**config.mk**
```make
export PLATFORM = sky130hd
export DESIGN_NAME = clkgen_backend
export DESIGN_NICKNAME = d
export VERILOG_FILES = /design/src/rtl/clkgen_pkg.sv /design/src/rtl/clkgen_ref_div.sv /design/src/rtl/clkgen_loop_ctr.sv /design/src/rtl/clkgen_out_div.sv /design/src/rtl/clkgen_backend.sv
export SDC_FILE = /design/constraint.sdc
export NUM_CORES = 1
export LEC_CHECK = 0
export ABC_AREA = 1
export CELL_PAD_IN_SITES_DETAIL_PLACEMENT = 1
export CELL_PAD_IN_SITES_GLOBAL_PLACEMENT = 1
export CORE_ASPECT_RATIO = 1.75
export CORE_MARGIN = 10
export CORE_UTILIZATION = 40
export DETAILED_ROUTE_END_ITERATION = 7
export DONT_BUFFER_PORTS = 1
export PLACE_DENSITY_LB_ADDON = 0.2
export SLEW_MARGIN = 25
export SYNTH_ARGS = -nofsm -noshare
export SYNTH_HDL_FRONTEND = slang
export SYNTH_HIERARCHICAL = 1
export SYNTH_SLANG_ARGS = --single-unit
```
**constraint.sdc**
```tcl
create_clock -name clk -period 2.02 [get_ports clk]
set_input_delay 0.404 -clock clk [delete_from_list [all_inputs] [get_ports clk]]
set_output_delay 0.404 -clock clk [all_outputs]
set_load 0.005 [all_outputs]
```
**src/rtl/clkgen_pkg.sv**
```systemverilog
package clkgen_pkg;

    typedef enum logic [2:0] {
        TS_SHIFT  = 3'b000,
        TS_HIGH   = 3'b001,
        TS_REF    = 3'b010,
        TS_MCNT   = 3'b011,
        TS_FOUT   = 3'b100,
        TS_LOW    = 3'b101,
        TS_BYPASS = 3'b110,
        TS_FOUT_Q = 3'b111
    } test_sel_e;

    typedef struct packed {
        logic lvl;
        logic en;
    } div_state_t;

    // Half-period length in ticks; bypass ticks are whole serial cycles.
    function automatic int half_ticks(int code, logic byp);
        if (byp) return (code == 0) ? 1 : (1 << (code - 1));
        return 1 << code;
    endfunction

endpackage

```
**src/rtl/clkgen_ref_div.sv**
```systemverilog
module clkgen_ref_div #(
    parameter int REF_DIV = 16
) (
    input  logic clk,
    input  logic rst,
    input  logic xtal_tick,
    output logic ref_lvl
);
    localparam int HALF  = REF_DIV / 2;
    localparam int CNT_W = (HALF > 1) ? $clog2(HALF) : 1;

    logic [CNT_W-1:0] cnt;

    always_ff @(posedge clk) begin
        if (rst) begin
            cnt     <= '0;
            ref_lvl <= 1'b0;
        end else if (xtal_tick) begin
            if (cnt == CNT_W'(HALF - 1)) begin
                cnt     <= '0;
                ref_lvl <= ~ref_lvl;
            end else begin
                cnt <= cnt + 1'b1;
            end
        end
    end
endmodule

```
**src/rtl/clkgen_loop_ctr.sv**
```systemverilog
module clkgen_loop_ctr #(
    parameter int M_W = 9
) (
    input  logic           clk,
    input  logic           rst,
    input  logic           tick,
    input  logic [M_W-1:0] m_val,
    output logic           m_tc
);
    logic [M_W-1:0] cnt;

    always_ff @(posedge clk) begin
        if (rst) begin
            cnt  <= '0;
            m_tc <= 1'b0;
        end else begin
            m_tc <= 1'b0;
            if (tick) begin
                if (cnt == '0) begin
                    // M of zero wraps to all ones: the longest count
                    cnt  <= m_val - 1'b1;
                    m_tc <= 1'b1;
                end else begin
                    cnt <= cnt - 1'b1;
                end
            end
        end
    end
endmodule

```
**src/rtl/clkgen_out_div.sv**
```systemverilog
module clkgen_out_div
    import clkgen_pkg::*;
#(
    parameter int N_SEL_W = 2
) (
    input  logic               clk,
    input  logic               rst,
    input  logic               tick,
    input  logic               bypass,
    input  logic [N_SEL_W-1:0] n_sel,
    input  logic               oe,
    output logic               div_lvl,
    output logic               div_en,
    output logic               quarter
);
    localparam int MAX_HALF = 1 << ((1 << N_SEL_W) - 1);
    localparam int CNT_W    = (MAX_HALF > 1) ? $clog2(MAX_HALF) : 1;

    div_state_t       st;
    logic [CNT_W-1:0] cnt;
    logic [CNT_W-1:0] reload;
    logic [1:0]       qcnt;

    assign reload = CNT_W'(half_ticks(int'(n_sel), bypass) - 1);

    always_ff @(posedge clk) begin
        if (rst) begin
            cnt  <= '0;
            st   <= '0;
            qcnt <= '0;
        end else if (tick) begin
            if (cnt == '0) begin
                cnt <= reload;
                if (!st.lvl) begin
                    st.lvl <= 1'b1;
                    st.en  <= oe;
                    qcnt   <= qcnt + 1'b1;
                end else begin
                    st.lvl <= 1'b0;
                end
            end else begin
                cnt <= cnt - 1'b1;
            end
        end
    end

    assign div_lvl = st.lvl;
    assign div_en  = st.en;
    assign quarter = qcnt[1];
endmodule

```
**src/rtl/clkgen_backend.sv**
```systemverilog
module clkgen_backend
    import clkgen_pkg::*;
#(
    parameter int M_W     = 9,
    parameter int N_SEL_W = 2,
    parameter int REF_DIV = 16
) (
    input  logic               clk,
    input  logic               rst,
    input  logic               vco_tick,
    input  logic               xtal_tick,
    input  logic               ser_clk,
    input  logic               shift_out,
    input  logic [N_SEL_W-1:0] n_sel,
    input  logic [M_W-1:0]     m_val,
    input  logic [2:0]         t_sel,
    input  logic               oe,
    output logic               fout,
    output logic               test_out
);
    logic ser_q;
    logic bypass;
    logic tick;
    logic div_lvl;
    logic div_en;
    logic quarter;
    logic m_tc;
    logic ref_lvl;
    test_sel_e tsel;

    always_ff @(posedge clk) ser_q <= ser_clk;

    assign tsel   = test_sel_e'(t_sel);
    assign bypass = (tsel == TS_BYPASS);
    assign tick   = bypass ? (ser_clk & ~ser_q) : vco_tick;

    clkgen_ref_div #(.REF_DIV(REF_DIV)) u_ref (
        .clk(clk), .rst(rst), .xtal_tick(xtal_tick), .ref_lvl(ref_lvl)
    );

    clkgen_loop_ctr #(.M_W(M_W)) u_loop (
        .clk(clk), .rst(rst), .tick(tick), .m_val(m_val), .m_tc(m_tc)
    );

    clkgen_out_div #(.N_SEL_W(N_SEL_W)) u_odiv (
        .clk(clk), .rst(rst), .tick(tick), .bypass(bypass), .n_sel(n_sel),
        .oe(oe), .div_lvl(div_lvl), .div_en(div_en), .quarter(quarter)
    );

    assign fout = div_lvl & div_en;

    always_comb begin
        case (tsel)
            TS_SHIFT:  test_out = shift_out;
            TS_HIGH:   test_out = 1'b1;
            TS_REF:    test_out = ref_lvl;
            TS_MCNT:   test_out = m_tc;
            TS_FOUT:   test_out = fout;
            TS_LOW:    test_out = 1'b0;
            TS_BYPASS: test_out = m_tc;
            default:   test_out = quarter;
        endcase
    end
endmodule

```
; Yosys cells after proc, flatten, opt, wreduce, memory -nomap -nowiden
; Index checks and enable logic that the tools add are counted.
[word_totals]
reg_bits = 22
wordCells = 51
[classes]
addsub = 7
n_eq_ne = 7
shift = 2
muxes = 11
bitwise = 6
n_reduce_logical = 9
[op_table]
columns = operator, count
row1 = "<< shifter 1 x 32 -> 3 bit, first input constant", 1
row2 = "subtractor 9 x 1 -> 9 bit, second input constant", 2
row3 = two-way mux 3 bit, 5
row4 = "== test 3 bit, second input constant", 4
row5 = zero test 9 bit, 1
row6 = two-way mux 9 bit, 1
row7 = "== test 3 x 2 -> 1 bit, second input constant", 2
row8 = zero test 3 bit, 2
row9 = one-hot mux 1 bit (6 select lines), 1
row10 = two-way mux 1 bit, 4
row11 = NOT 1 bit, 4
row12 = AND reduction 2 bit, 2
row13 = OR reduction 2 bit, 2
row14 = "adder 3 x 1 -> 3 bit, second input constant", 1
row15 = "== test 3 x 1 -> 1 bit, second input constant", 1
row16 = AND reduction 3 bit, 1
row17 = "<< shifter 1 x 2 -> 3 bit, first input constant", 1
row18 = "subtractor 2 x 1 -> 3 bit, second input constant", 1
row19 = "subtractor 3 x 1 -> 3 bit, second input constant", 1
row20 = "subtractor 3 x 2 -> 3 bit, second input constant", 1
row21 = "adder 2 x 1 -> 2 bit, second input constant", 1
row22 = AND 1 bit, 2
row23 = zero test 2 bit, 1

; Logic depth before layout (Yosys ltp)
[depth]
ltp_word = 7
ltp_mapped = 16

; Cells and area by module
; Netlist, hierarchy kept.
[by_module_without_submodules]
columns = module, instances, cells_per_inst, area_per_inst_um2, seq_area_each_um2
row1 = clkgen_loop_ctr, 1, 132, 767.0, 200.2
row2 = clkgen_out_div, 1, 58, 406.6, 140.1
row3 = clkgen_ref_div, 1, 25, 183.9, 80.1
row4 = clkgen_backend, 1, 23, 126.4, 20.0

; Least setup slack after synthesis
; Ideal clock, no wire load.
[synth_path]
path_type = register to register
from = register u_loop.cnt[7]
to = register u_loop.cnt[8]
arrival_ps = 1576
setup_slack_ps = 380
stages_incl_launch_ff = 16
path_buffers = 0
synth_period_minus_slack_ps = 1640
cell_sequence = dfxtp_1 nor2_1 nand2_1 inv_1 nand3_1 o21ai_4 inv_1 ha_1 inv_1 nor2_1 nand2_1 nor2_1 nand2_1 nand2_1 inv_1 nor2_1
[synth_between]
elab_chain_cells = 2
word_cells_on_any_way = 3
[synth_rtl]
columns = item, line_no
row1 = "start, declared", clkgen_loop_ctr.sv:10  ; logic [M_W-1:0] cnt;
row2 = "start signal, assigned", clkgen_loop_ctr.sv:21  ; cnt <= m_val - 1'b1;
row3 = "start signal, assigned", clkgen_loop_ctr.sv:24  ; cnt <= cnt - 1'b1;
row4 = subtractor 9 x 1 -> 9 bit / zero test 9 bit (equally long branches), "clkgen_loop_ctr.sv:24, clkgen_loop_ctr.sv:19"
row5 = two-way mux 9 bit *, clkgen_loop_ctr.sv:19  ; if (cnt == '0) begin
; Mark *: on every way between the ends. The rest lies on a longest branch, timed or not.
; A chain may end at the register's enable or synchronous reset.

; Worst setup path in the final report
[layout_path]
from = register u_loop.cnt[2]
to = register u_loop.cnt[8]
; Same word-level chain as after synthesis.

==> flow_summary_export.csv <==
group,metric,value,unit
outcome,status,"finished clean",
final_layout,fillers,515,
worst_setup_path,worstSetupPathType,"flip-flop to flip-flop",
timing,setup_viol,0,
timing,holdWs,170,ps
die,floorplan.initialDensity,41.3,%
power_and_ir_drop,p_leak,0.802,nW
synthesis,syn_nets,265,
power_and_ir_drop,power_frac_seq,38.9,%
synthesis,avgSynthCellArea,6.23,um^2
timing,drv_slew,0,
timing,tightest_slew,253,ps
cts,cts_tree,"yes",
global_route,grt_max_degree,21,
final_layout,design_area,0.00159,mm^2
global_route,first_global_vias,1563,
synthesis,yosys_register_bits,22,
detailed_routing,viasPerCell,5.13,
detailed_routing,vias,1472,
worst_setup_path,cp_common_cell,"nand2_1",
detailed_routing,wl,3.85,mm
power_and_ir_drop,p_switching,0.529,mW
synthesis,synth_area,0.00148,mm^2
job,cap_violations,0,
die,pin_count,23,
worst_setup_path,crit_path_start_kind,"flip-flop",
worst_setup_path,worstPathRequired,2180,ps
detailed_routing,drc,0,
worst_setup_path,cp_max_fo,5,
worst_setup_path,crit_slowest_cell,"dfxtp_1",
final_layout,layout_common_cells,"nand2_1 (56), inv_1 (45), nor2_1 (24)",
timing,skew,2.04,ps
worst_setup_path,startpoint,"u_loop/cnt[2]$_SDFFE_PP0P_",
synthesis,synth_area_leader_cell,"dfxtp_1",
synthesis,seq_area_frac_synth,29.7,%
cts,path_clk_slew,80,ps
min_path,hold_class,"input port to flip-flop",
placement,gp_congestion,0.824,
placement,dp_slack,103,ps
timing,worst_slack,233,ps
cts,insertion_delay,250,ps
detailed_routing,ant_nets,0,
worst_setup_path,arrival,1950,ps
placement,hpwlAfterDp,3.17,mm
final_layout,areaGrowthSynthToFinish,7.00,%
timing,period_minus_slack,1790,ps
cts,clockRootBuffer,"clkbuf_8",
cts,cts_max_level,1,
power_and_ir_drop,switching_share,39.8,%
final_layout,final_util,44.2,%
min_path,min-delay-start,"ser_clk",
global_route,grt_remaining_overflow,0,
die,fp.dieH,101,um
timing,fin_crit_sh,88.5,%
power_and_ir_drop,internal_power,0.802,mW
cts,clock_sinks,22,
synthesis,synthTopCellsByArea,"dfxtp_1 (30%), nand2_1 (14%), inv_1 (11%), nand3_1 (6.4%), nor2_1 (6.3%)",
cts,numCtsBuffers,3,
detailed_routing,first_iter_violations,28,
final_layout,final_common_cell,"nand2_1",
worst_setup_path,r2r-start,"u_loop/cnt[2]$_SDFFE_PP0P_",
cts,clock_path_buffers,2,
power_and_ir_drop,p_total,1.33,mW
detailed_routing,wl_per_cell,13.4,um
global_route,grt_pass1_wl,6.61,mm
synthesis,yosys_warnings,6,
final_layout,n_antenna_cell,0,
die,rows,29,
final_layout,finalNetCount,270,
worst_setup_path,path_buf_inv,3,
power_and_ir_drop,clkPwrFrac,20.1,%
synthesis,yosys.area.top_type_share,29.7,%
timing,fmax,560,MHz
die,dieArea,0.00664,mm^2
placement,portBuffers,0,
synthesis,synthCells,238,
timing,max_slew_margin,83.1,%
detailed_routing,drtPass1Iterations,4,
placement,place_area,0.00154,mm^2
global_route,track_usage,12.1,%
cts,cts_hold_buf,0,
die,core,0.00359,mm^2
final_layout,drive_gt1_share,9.54,%
worst_setup_path,cp-end-kind,"flip-flop",
timing,hold_viol_final,0,
worst_setup_path,crit_path_cell_trace,"nor2_1 -> nand2_1 -> nor2_2 -> nand2_1 -> nand2_1 -> inv_1 -> ha_1 -> inv_1 -> nor2_4 -> nand2_1 -> nor2_1 -> nand2_1 -> nand2_1 -> inv_1 -> nor2_1",
worst_setup_path,max_stage_delay,320,ps
die,die_x,66.0,um
global_route,antenna_found_initial,0,
worst_setup_path,cp_top_family,"simple AND/OR/NAND/NOR gates",
power_and_ir_drop,p_per_area,838,mW/mm^2
power_and_ir_drop,power_frac_comb,41.0,%
power_and_ir_drop,ir_drop,351,uV
synthesis,yosysUniqueCellTypes,25,
flip-flops by register name (all words and copies together), names as in the netlist:
signal	cells
u_ref/ref_lvl	1
u_odiv/qcnt	2
u_loop/cnt	9
u_odiv/div_lvl	1
u_loop/m_tc	1
u_odiv/div_en	1
u_odiv/cnt	3
u_ref/cnt	3
ser_q	1
kinds of logic after synthesis:
logic type / after synthesis / share of synthesized area, %
XOR/XNOR: 1 / 0.590
adder cells (fa/ha/maj): 6 / 5.06
AO/OA/AOI/OAI: 37 / 13.8
AND/OR/NAND/NOR: 121 / 36.7
flip-flops: 22 / 29.7
buffers and inverters: 51 / 14.2
what timing repair did:
| action | CTS | global route |
|---|---|---|
| endpoints found under the hold margin | 0 | 0 |
| buffers inserted | 0 | 0 |
| resized for setup | 0 | 3 |
| setup endpoints to repair | 0 | 2 |
per-stage QoR:
stage	setup TNS [ps]	cells
floorplan	0	238
global placement	0	284
detailed placement	0	284
CTS	0	287
global route	-5.81	287
finish	0	287
power groups by stage:
stage                     Clock (mW)  Sequential [mW]  Combinational [mW]
final                          0.268            0.517               0.546
after global routing           0.292            0.525               0.640
after CTS                      0.279            0.518               0.539
after detailed placement           0            0.528               0.536
after global placement             0            0.525               0.526
after floorplan                    0            0.519               0.417
layout make-up:
cell class,instances,area (um^2),share of cell area [%]
Inverter,47,176,11.1
Multi-Input combinational cell,165,841,53.0
Sequential cell,22,442,27.8
Timing Repair Buffer,4,30.0,1.89
Tap cell,46,57.6,3.62
Clock buffer,3,41.3,2.60
per-layer routing:
metal | vias up | global-route usage (%) | wire length [um]
met4 | 0 | 4.21 | 59
met2 | 23 | 24.0 | 2170
met3 | 6 | 2.90 | 170
li1 | 754 | - | -
met5 | - | 0 | 0
met1 | 689 | 11.1 | 1450
synth_stat cells:
cell and n:
nand3_1 19, dfxtp_1 22, clkbuf_1 1, nand2_1 56, o21ai_1 1, a21oi_2 1
buf_6 2, nor2_1 25, buf_4 1, nor2_2 5, nand2_2 3, o21ai_4 1
inv_2 2, xnor2_1 1, nand3_2 1, nand3b_1 3, inv_1 45, nor3_1 3
ha_1 6, a21oi_1 13, a31oi_1 2, nand4_1 5, o211ai_1 1, o21ai_0 18
nor3_4 1
path summary, 6_finish.rpt:
kind                                       to  slack (ps)  cells past startpoint
setup reg to reg   u_loop/cnt[8]$_SDFFE_PP0P_         230                     15
hold / removal                  ser_q$_DFF_P_         170                      0
setup / recovery   u_loop/cnt[8]$_SDFFE_PP0P_         230                     15
hold reg to reg   u_odiv/qcnt[1]$_SDFFE_PP0P_         480                      2
Power figures use the tool's default switching activity.
